$ cat src/rtl/br_pkg.sv
package br_pkg;

   // Transfer kind carried with each request
   typedef enum logic [1:0] {
      XFER_NONE     = 2'd0,
      XFER_COND     = 2'd1,
      XFER_DIRECT   = 2'd2,
      XFER_INDIRECT = 2'd3
   } xfer_kind_e;

   // Comparison selector; codes 2 and 3 are unused and never satisfy
   typedef enum logic [2:0] {
      CMP_EQ  = 3'd0,
      CMP_NE  = 3'd1,
      CMP_LT  = 3'd4,
      CMP_GE  = 3'd5,
      CMP_LTU = 3'd6,
      CMP_GEU = 3'd7
   } cmp_sel_e;

   localparam int unsigned KIND_W = 2;
   localparam int unsigned CMP_W  = 3;

endpackage

$ cat src/rtl/br_cond_eval.sv
module br_cond_eval
   import br_pkg::*;
#(
   parameter int unsigned XLEN      = 32,
   parameter int unsigned CMP_STYLE = 0
) (
   input  logic [XLEN-1:0]  op_a,
   input  logic [XLEN-1:0]  op_b,
   input  logic [CMP_W-1:0] sel,
   output logic             cond_true
);

   localparam int unsigned MSB = XLEN - 1;

   logic is_eq;
   logic is_lt;
   logic is_ltu;

   generate
      if (CMP_STYLE > 1) begin : g_bad_style
         $error("br_cond_eval: CMP_STYLE must be 0 or 1");
      end

      if (CMP_STYLE == 0) begin : g_native
         // Independent relational operators
         assign is_eq  = (op_a == op_b);
         assign is_lt  = ($signed(op_a) < $signed(op_b));
         assign is_ltu = (op_a < op_b);
      end else begin : g_subtract
         // One shared subtractor; borrow gives unsigned order,
         // sign agreement decides the signed result
         logic [XLEN:0] diff;
         logic          sign_differs;
         assign diff         = {1'b0, op_a} - {1'b0, op_b};
         assign sign_differs = op_a[MSB] ^ op_b[MSB];
         assign is_eq        = (diff[MSB:0] == '0);
         assign is_ltu       = diff[XLEN];
         assign is_lt        = sign_differs ? op_a[MSB] : diff[MSB];
      end
   endgenerate

   always_comb begin
      case (cmp_sel_e'(sel))
         CMP_EQ:  cond_true = is_eq;
         CMP_NE:  cond_true = !is_eq;
         CMP_LT:  cond_true = is_lt;
         CMP_GE:  cond_true = !is_lt;
         CMP_LTU: cond_true = is_ltu;
         CMP_GEU: cond_true = !is_ltu;
         default: cond_true = 1'b0;
      endcase
   end

endmodule

$ cat src/rtl/br_target_gen.sv
module br_target_gen #(
   parameter int unsigned XLEN        = 32,
   parameter int unsigned INSTR_BYTES = 4
) (
   input  logic [XLEN-1:0] pc,
   input  logic [XLEN-1:0] base,
   input  logic [XLEN-1:0] imm,
   input  logic            indirect,
   output logic [XLEN-1:0] target,
   output logic [XLEN-1:0] seq_pc
);

   localparam logic [XLEN-1:0] STEP = XLEN'(INSTR_BYTES);

   logic [XLEN-1:0] rel_sum;
   logic [XLEN-1:0] ind_sum;
   logic [XLEN-1:0] ind_even;

   // Sums are XLEN wide, so carries out of the top bit are dropped
   assign rel_sum  = pc + imm;
   assign ind_sum  = base + imm;
   assign ind_even = {ind_sum[XLEN-1:1], 1'b0};
   assign target   = indirect ? ind_even : rel_sum;
   assign seq_pc   = pc + STEP;

endmodule

$ cat src/rtl/br_align_check.sv
module br_align_check #(
   parameter int unsigned XLEN       = 32,
   parameter int unsigned ALIGN_LOG2 = 2
) (
   input  logic [XLEN-1:0] addr,
   output logic            misaligned
);

   generate
      if (ALIGN_LOG2 == 0) begin : g_any
         assign misaligned = 1'b0;
      end else begin : g_low
         assign misaligned = |addr[ALIGN_LOG2-1:0];
      end
   endgenerate

endmodule

$ cat src/rtl/br_resolve_unit.sv
module br_resolve_unit
   import br_pkg::*;
#(
   parameter int unsigned XLEN       = 32,
   parameter int unsigned CMP_STYLE  = 0,
   parameter int unsigned ALIGN_LOG2 = 2
) (
   input  logic              clk,
   input  logic              rst_n,
   input  logic              in_valid,
   input  logic [XLEN-1:0]   in_pc,
   input  logic [XLEN-1:0]   in_op_a,
   input  logic [XLEN-1:0]   in_op_b,
   input  logic [XLEN-1:0]   in_imm,
   input  logic [KIND_W-1:0] in_kind,
   input  logic [CMP_W-1:0]  in_cmp,
   output logic              out_valid,
   output logic              out_taken,
   output logic [XLEN-1:0]   out_target,
   output logic [XLEN-1:0]   out_next_pc,
   output logic [XLEN-1:0]   out_link,
   output logic              out_link_we,
   output logic              out_misalign,
   output logic [XLEN-1:0]   out_fault_pc
);

   localparam int unsigned INSTR_BYTES = 1 << ALIGN_LOG2;

   generate
      if (!(XLEN == 32 || XLEN == 64)) begin : g_bad_xlen
         $error("br_resolve_unit: XLEN must be 32 or 64");
      end
      if (ALIGN_LOG2 >= 8) begin : g_bad_align
         $error("br_resolve_unit: ALIGN_LOG2 out of range");
      end
   endgenerate

   logic            is_cond;
   logic            is_jump;
   logic            is_indirect;
   logic            cond_true;
   logic [XLEN-1:0] tgt;
   logic [XLEN-1:0] seq;
   logic            tgt_bad;
   logic            taken_c;
   logic            fault_c;

   assign is_cond     = (xfer_kind_e'(in_kind) == XFER_COND);
   assign is_indirect = (xfer_kind_e'(in_kind) == XFER_INDIRECT);
   assign is_jump     = is_indirect || (xfer_kind_e'(in_kind) == XFER_DIRECT);

   br_cond_eval #(
      .XLEN      (XLEN),
      .CMP_STYLE (CMP_STYLE)
   ) u_cond (
      .op_a      (in_op_a),
      .op_b      (in_op_b),
      .sel       (in_cmp),
      .cond_true (cond_true)
   );

   br_target_gen #(
      .XLEN        (XLEN),
      .INSTR_BYTES (INSTR_BYTES)
   ) u_tgt (
      .pc       (in_pc),
      .base     (in_op_a),
      .imm      (in_imm),
      .indirect (is_indirect),
      .target   (tgt),
      .seq_pc   (seq)
   );

   br_align_check #(
      .XLEN       (XLEN),
      .ALIGN_LOG2 (ALIGN_LOG2)
   ) u_align (
      .addr       (tgt),
      .misaligned (tgt_bad)
   );

   assign taken_c = is_jump || (is_cond && cond_true);
   assign fault_c = taken_c && tgt_bad;

   always_ff @(posedge clk or negedge rst_n) begin
      if (!rst_n) begin
         out_valid    <= 1'b0;
         out_taken    <= 1'b0;
         out_target   <= '0;
         out_next_pc  <= '0;
         out_link     <= '0;
         out_link_we  <= 1'b0;
         out_misalign <= 1'b0;
         out_fault_pc <= '0;
      end else if (in_valid) begin
         out_valid    <= 1'b1;
         out_taken    <= taken_c;
         out_target   <= tgt;
         out_next_pc  <= taken_c ? tgt : seq;
         out_link     <= seq;
         out_link_we  <= is_jump && !fault_c;
         out_misalign <= fault_c;
         out_fault_pc <= fault_c ? in_pc : '0;
      end else begin
         out_valid    <= 1'b0;
         out_taken    <= 1'b0;
         out_target   <= '0;
         out_next_pc  <= '0;
         out_link     <= '0;
         out_link_we  <= 1'b0;
         out_misalign <= 1'b0;
         out_fault_pc <= '0;
      end
   end

endmodule

$ cat config.mk
export PLATFORM = sky130hd
export DESIGN_NAME = br_resolve_unit
export DESIGN_NICKNAME = d
export VERILOG_FILES = /design/src/rtl/br_pkg.sv /design/src/rtl/br_cond_eval.sv /design/src/rtl/br_target_gen.sv /design/src/rtl/br_align_check.sv /design/src/rtl/br_resolve_unit.sv
export SDC_FILE = /design/constraint.sdc
export NUM_CORES = 1
export LEC_CHECK = 0
export BUFFER_PORTS_ARGS = -buffer_cell sky130_fd_sc_hd__clkbuf_2
export CORE_MARGIN = 3
export CORE_UTILIZATION = 58
export DETAILED_ROUTE_END_ITERATION = 8
export PLACE_DENSITY = 0.87
export SETUP_SLACK_MARGIN = 0.3
export SKIP_CTS_REPAIR_TIMING = 1
export SLEW_MARGIN = 20
export SYNTH_ARGS = -nofsm -noshare
export SYNTH_HDL_FRONTEND = slang
export SYNTH_HIERARCHICAL = 1
export SYNTH_SLANG_ARGS = --single-unit
$ cat constraint.sdc
create_clock -name clk -period 1.5 [get_ports clk]
set_clock_uncertainty 0.2 [all_clocks]
set_input_delay 0.225 -clock clk [delete_from_list [all_inputs] [get_ports clk]]
set_output_delay 0.225 -clock clk [all_outputs]
set_load 0.02 [all_outputs]
==> impl_metrics.tcl, run 1 <==
set metrics [dict create \
    status "stopped before the end" \
    haltStage "global routing" \
    first-error "[ERROR DPL-0038] Utilization greater than 100%, impossible to legalize" \
    numClockSinks 132 \
    io_buffer_count 267 \
    cts-buffers-inserted 17 \
    yosysUniqueCellTypes 85 \
    yosys-top-cells-area "dfrtp_1 35%, ha_1 12%, a21oi_1 3.6%" \
    syn_inst 1015 \
    postSynthAreaPerCell_um2 9.40 \
    synth_edf_count 0 \
    grt_start_max_net_pins 52 \
    cts.path.max_buffers 2 \
    pre_cts_ws_ps -1770 \
    synth_seq_cells 132 \
    yosysMostFrequentCell "dfrtp_1" \
    syn_nets 1247 \
    htreeDepth 4 \
    ios 268 \
    placed_area_um2 14100 \
    ys_seq_area_share_pct 34.6 \
    synth_ff_type "dfrtp_1" \
    start_util_pct 59.7 \
    synth_top_area_share_pct 34.6 \
    die_x_um 134 \
    gp_congestion 0.962 \
    synth_area_leader_cell "dfrtp_1" \
    syn_area_um2 9550 \
    async_flop_share_pct 100 \
    yosys-top-cells-count "132 x dfrtp_1, 94 x ha_1, 81 x nand2_1, 68 x a21oi_1, 54 x and2_1" \
    row_count 46 \
    dp_hpwl_um 30500 \
    cts_root_buf "clkbuf_16" \
    synth.yosys.warnings 6 \
    endpoint_type "sequential cell input" \
    grt_repair_worst_endpoint "out_next_pc[30]$_DFF_PN0_/D" \
    die_h_um 134 \
]
per-stage QoR:
stage / hold slack [ps] / util (%) / std cells
after CTS: -589 / 92.3 / 1800
after detailed placement: -144 / 88.3 / 1768
after floorplan: -271 / - / 1015
after global placement: -144 / 88.3 / 1768
kinds of logic after synthesis:
logic type,share of synthesized area (%)
simple gates,20.0
compound gates,17.5
flops,34.6
fa+ha+maj,12.7
buf+inv,4.21
xor+xnor,6.79
mux,4.23
==> run 2, diff against run 1 <==
Settings changed: CORE_UTILIZATION 58 to 40, PLACE_DENSITY 0.87 to not set, PLACE_DENSITY_LB_ADDON set to 0.15, SETUP_SLACK_MARGIN 0.3 to not set.
==> run 2 against run 1 <==
Net effect:
- the flow now finishes, with violations (negative setup slack)
- synthesized area is the same
- synthesized cell count is the same
==> impl_metrics.tcl, run 2 <==
set metrics [dict create \
    synth_area_leader_cell "dfrtp_1" \
    wl_um 33900 \
    numClockSinks 132 \
    syn_nets 1247 \
    synth_edf_count 0 \
    max_freq_ghz 0.354 \
    row_count 55 \
    htreeDepth 4 \
    cpPeakStageDelay_ps 490 \
    setup_viol 106 \
    min_period_ps 2820 \
    cp.arrival_ps 2910 \
    setup_ws_ps -1320 \
    ant_nets 0 \
    synth_seq_cells 132 \
    die_x_um 160 \
    relSlewSlack_pct 68.5 \
    p_sw_share_pct 32.4 \
    pre_cts_ws_ps -1730 \
    cp_num_cells 13 \
    layout.nets 1851 \
    min_path_type "input pin to register" \
    period_share_pct 188 \
    antenna_found_initial 1 \
    syn_inst 1015 \
    yosysUniqueCellTypes 85 \
    mostFrequentLayoutCells "290 x buf_4, 247 x clkbuf_2, 132 x dfrtp_1" \
    die_h_um 160 \
    p_leak_uw 0.00812 \
    rsz0062_at_grt "true" \
    dp_hpwl_um 26500 \
    syn_area_um2 9550 \
    io_buffer_count 267 \
    cp.required_ps 1580 \
    drv_slew 0 \
    dieArea_um2 25800 \
    crit_type "input pin to register" \
    cts_tree "built" \
    pwr-share-seq_pct 28.4 \
    start_util_pct 41.4 \
    critPathLaunchType "input pin" \
    grt_pass1_vias 9433 \
    vias_per_cell 5.13 \
    ys_seq_area_share_pct 34.6 \
    yosys-top-cells-area "dfrtp_1 35%, ha_1 12%, a21oi_1 3.6%" \
    cts.path.max_buffers 2 \
    crit_start "in_op_b[14]" \
    hold_slack_ps 1.60 \
    drc 0 \
    hold_end "out_link_we" \
    tightest_slew_ps 467 \
    track_usage_pct 24.0 \
    cp_cell_sequence "buf_6 > inv_4 > ha_4 > a21oi_2 > nand2_2 > a221oi_4 > o22ai_2 > or4_4 > a31o_4 > a21oi_4 > buf_12 > clkbuf_16 > mux2_4" \
    crit_fanout 5 \
    grt_start_max_net_pins 40 \
    min_path_cells 4 \
    p_sw_uw 4580 \
    worst_ir_drop_vdd_mv 0.778 \
    yosys-top-cells-count "132 x dfrtp_1, 94 x ha_1, 81 x nand2_1, 68 x a21oi_1, 54 x and2_1" \
    diodes 0 \
    overflow 0 \
    gp_congestion 0.918 \
    drt_iter0_markers 569 \
    synth_top_area_share_pct 34.6 \
    cp_slowest_cell "or4_4" \
    vias 9976 \
    worstPathBufferInverterCount 4 \
    power_frac_clock_pct 31.6 \
    total_power_uw 14100 \
    drv_cap 0 \
    routedWlPerCell_um 17.4 \
    comb_power_share_pct 40.0 \
    syn2layout_area_growth_pct 71.1 \
    synth.yosys.warnings 6 \
    cts-buffers-inserted 17 \
    async_flop_share_pct 100 \
    hold_viol_final 0 \
    yosysMostFrequentCell "dfrtp_1" \
    violations "negative setup slack" \
    final_common_cell "buf_4" \
    status "complete, but fails checks" \
    core_area_um2 23100 \
    path_clk_slew_ps 60 \
    synth_ff_type "dfrtp_1" \
    min_from "in_kind[1]" \
    cts_root_buf "clkbuf_16" \
    postSynthAreaPerCell_um2 9.40 \
    drtPass1Iterations 5 \
    fillers 1724 \
    intPower_uw 9530 \
    drive_gt1_share_pct 57.0 \
    cpLargestDelayFamily "compound AO/OA/AOI/OAI gates" \
    powerDensity_nw_per_um2 864 \
    grt_pass1_wl_um 49600 \
    endpoint_kind "register" \
    ios 268 \
]
-- run 2: logic make-up (layout without fill, tap and decap cells) --
family	after synthesis	in the layout	synth area share, %
and+or+nand+nor	343	343	20.0
AOI/OAI and AO/OA	247	247	17.5
DFF	132	132	34.6
adders and majority gates	96	96	12.7
buffers and inverters	89	706	4.21
xor gates and xnor gates	74	74	6.79
muxes	34	34	4.23
-- run 2: worst min-delay path, cell delays in order --
cell and delay (ps):
clkbuf_2 90, buf_4 150, nand2_1 60, nor2_1 40
-- run 2: final cells by class --
class / count / area, um^2 / share of cell area (%)
multi-input combinational: 794 / 7210 / 44.1
clock inverter: 13 / 194 / 1.19
tap: 313 / 392 / 2.40
timing repair buffer: 625 / 4580 / 28.1
inverter: 49 / 209 / 1.28
clock buffer: 19 / 443 / 2.71
sequential: 132 / 3300 / 20.2
-- run 2: per-stage QoR --
| step | std cells | util (%) | instance area [um^2] | TNS, ps |
|---|---|---|---|---|
| after floorplan | 1015 | - | 10300 | -97610 |
| after global placement | 1864 | 61.8 | 14200 | -149680 |
| after detailed placement | 1864 | 61.8 | 14200 | -152300 |
| after CTS | 1896 | 64.5 | 14900 | -101940 |
| after global routing | 1945 | 70.9 | 16300 | -111550 |
| final | 1945 | 70.9 | 16300 | -105010 |
-- run 2: how the worst max path moves through the flow --
stage / endpoint
after floorplan: out_next_pc[25]
after global routing: out_next_pc[25]
after detailed placement: out_next_pc[31]
final: out_next_pc[15]
after global placement: out_next_pc[30]
after CTS: out_next_pc[31]
-- run 2: metal layers --
metal,GRT usage (%),share of wire [%],vias up
li1,-,-,4877
met1,34.5,46,4743
met2,39.3,48,322
met3,2.68,5.3,32
met4,5.09,1.2,2
met5,0,0.021,-
-- run 2: power by group through the flow --
| stage | clock network (uW) | registers (uW) | logic (uW) |
|---|---|---|---|
| 4_1_cts | 4510 | 4010 | 4950 |
| 5_1_grt | 4670 | 4030 | 6060 |
| 3_5_place_dp | 0 | 4070 | 4920 |
| 3_3_place_gp | 0 | 4070 | 4850 |
| 2_1_floorplan | 0 | 4480 | 2270 |
| 6_report | 4460 | 4010 | 5650 |
Note: power is estimated with default switching activity, not from simulation.
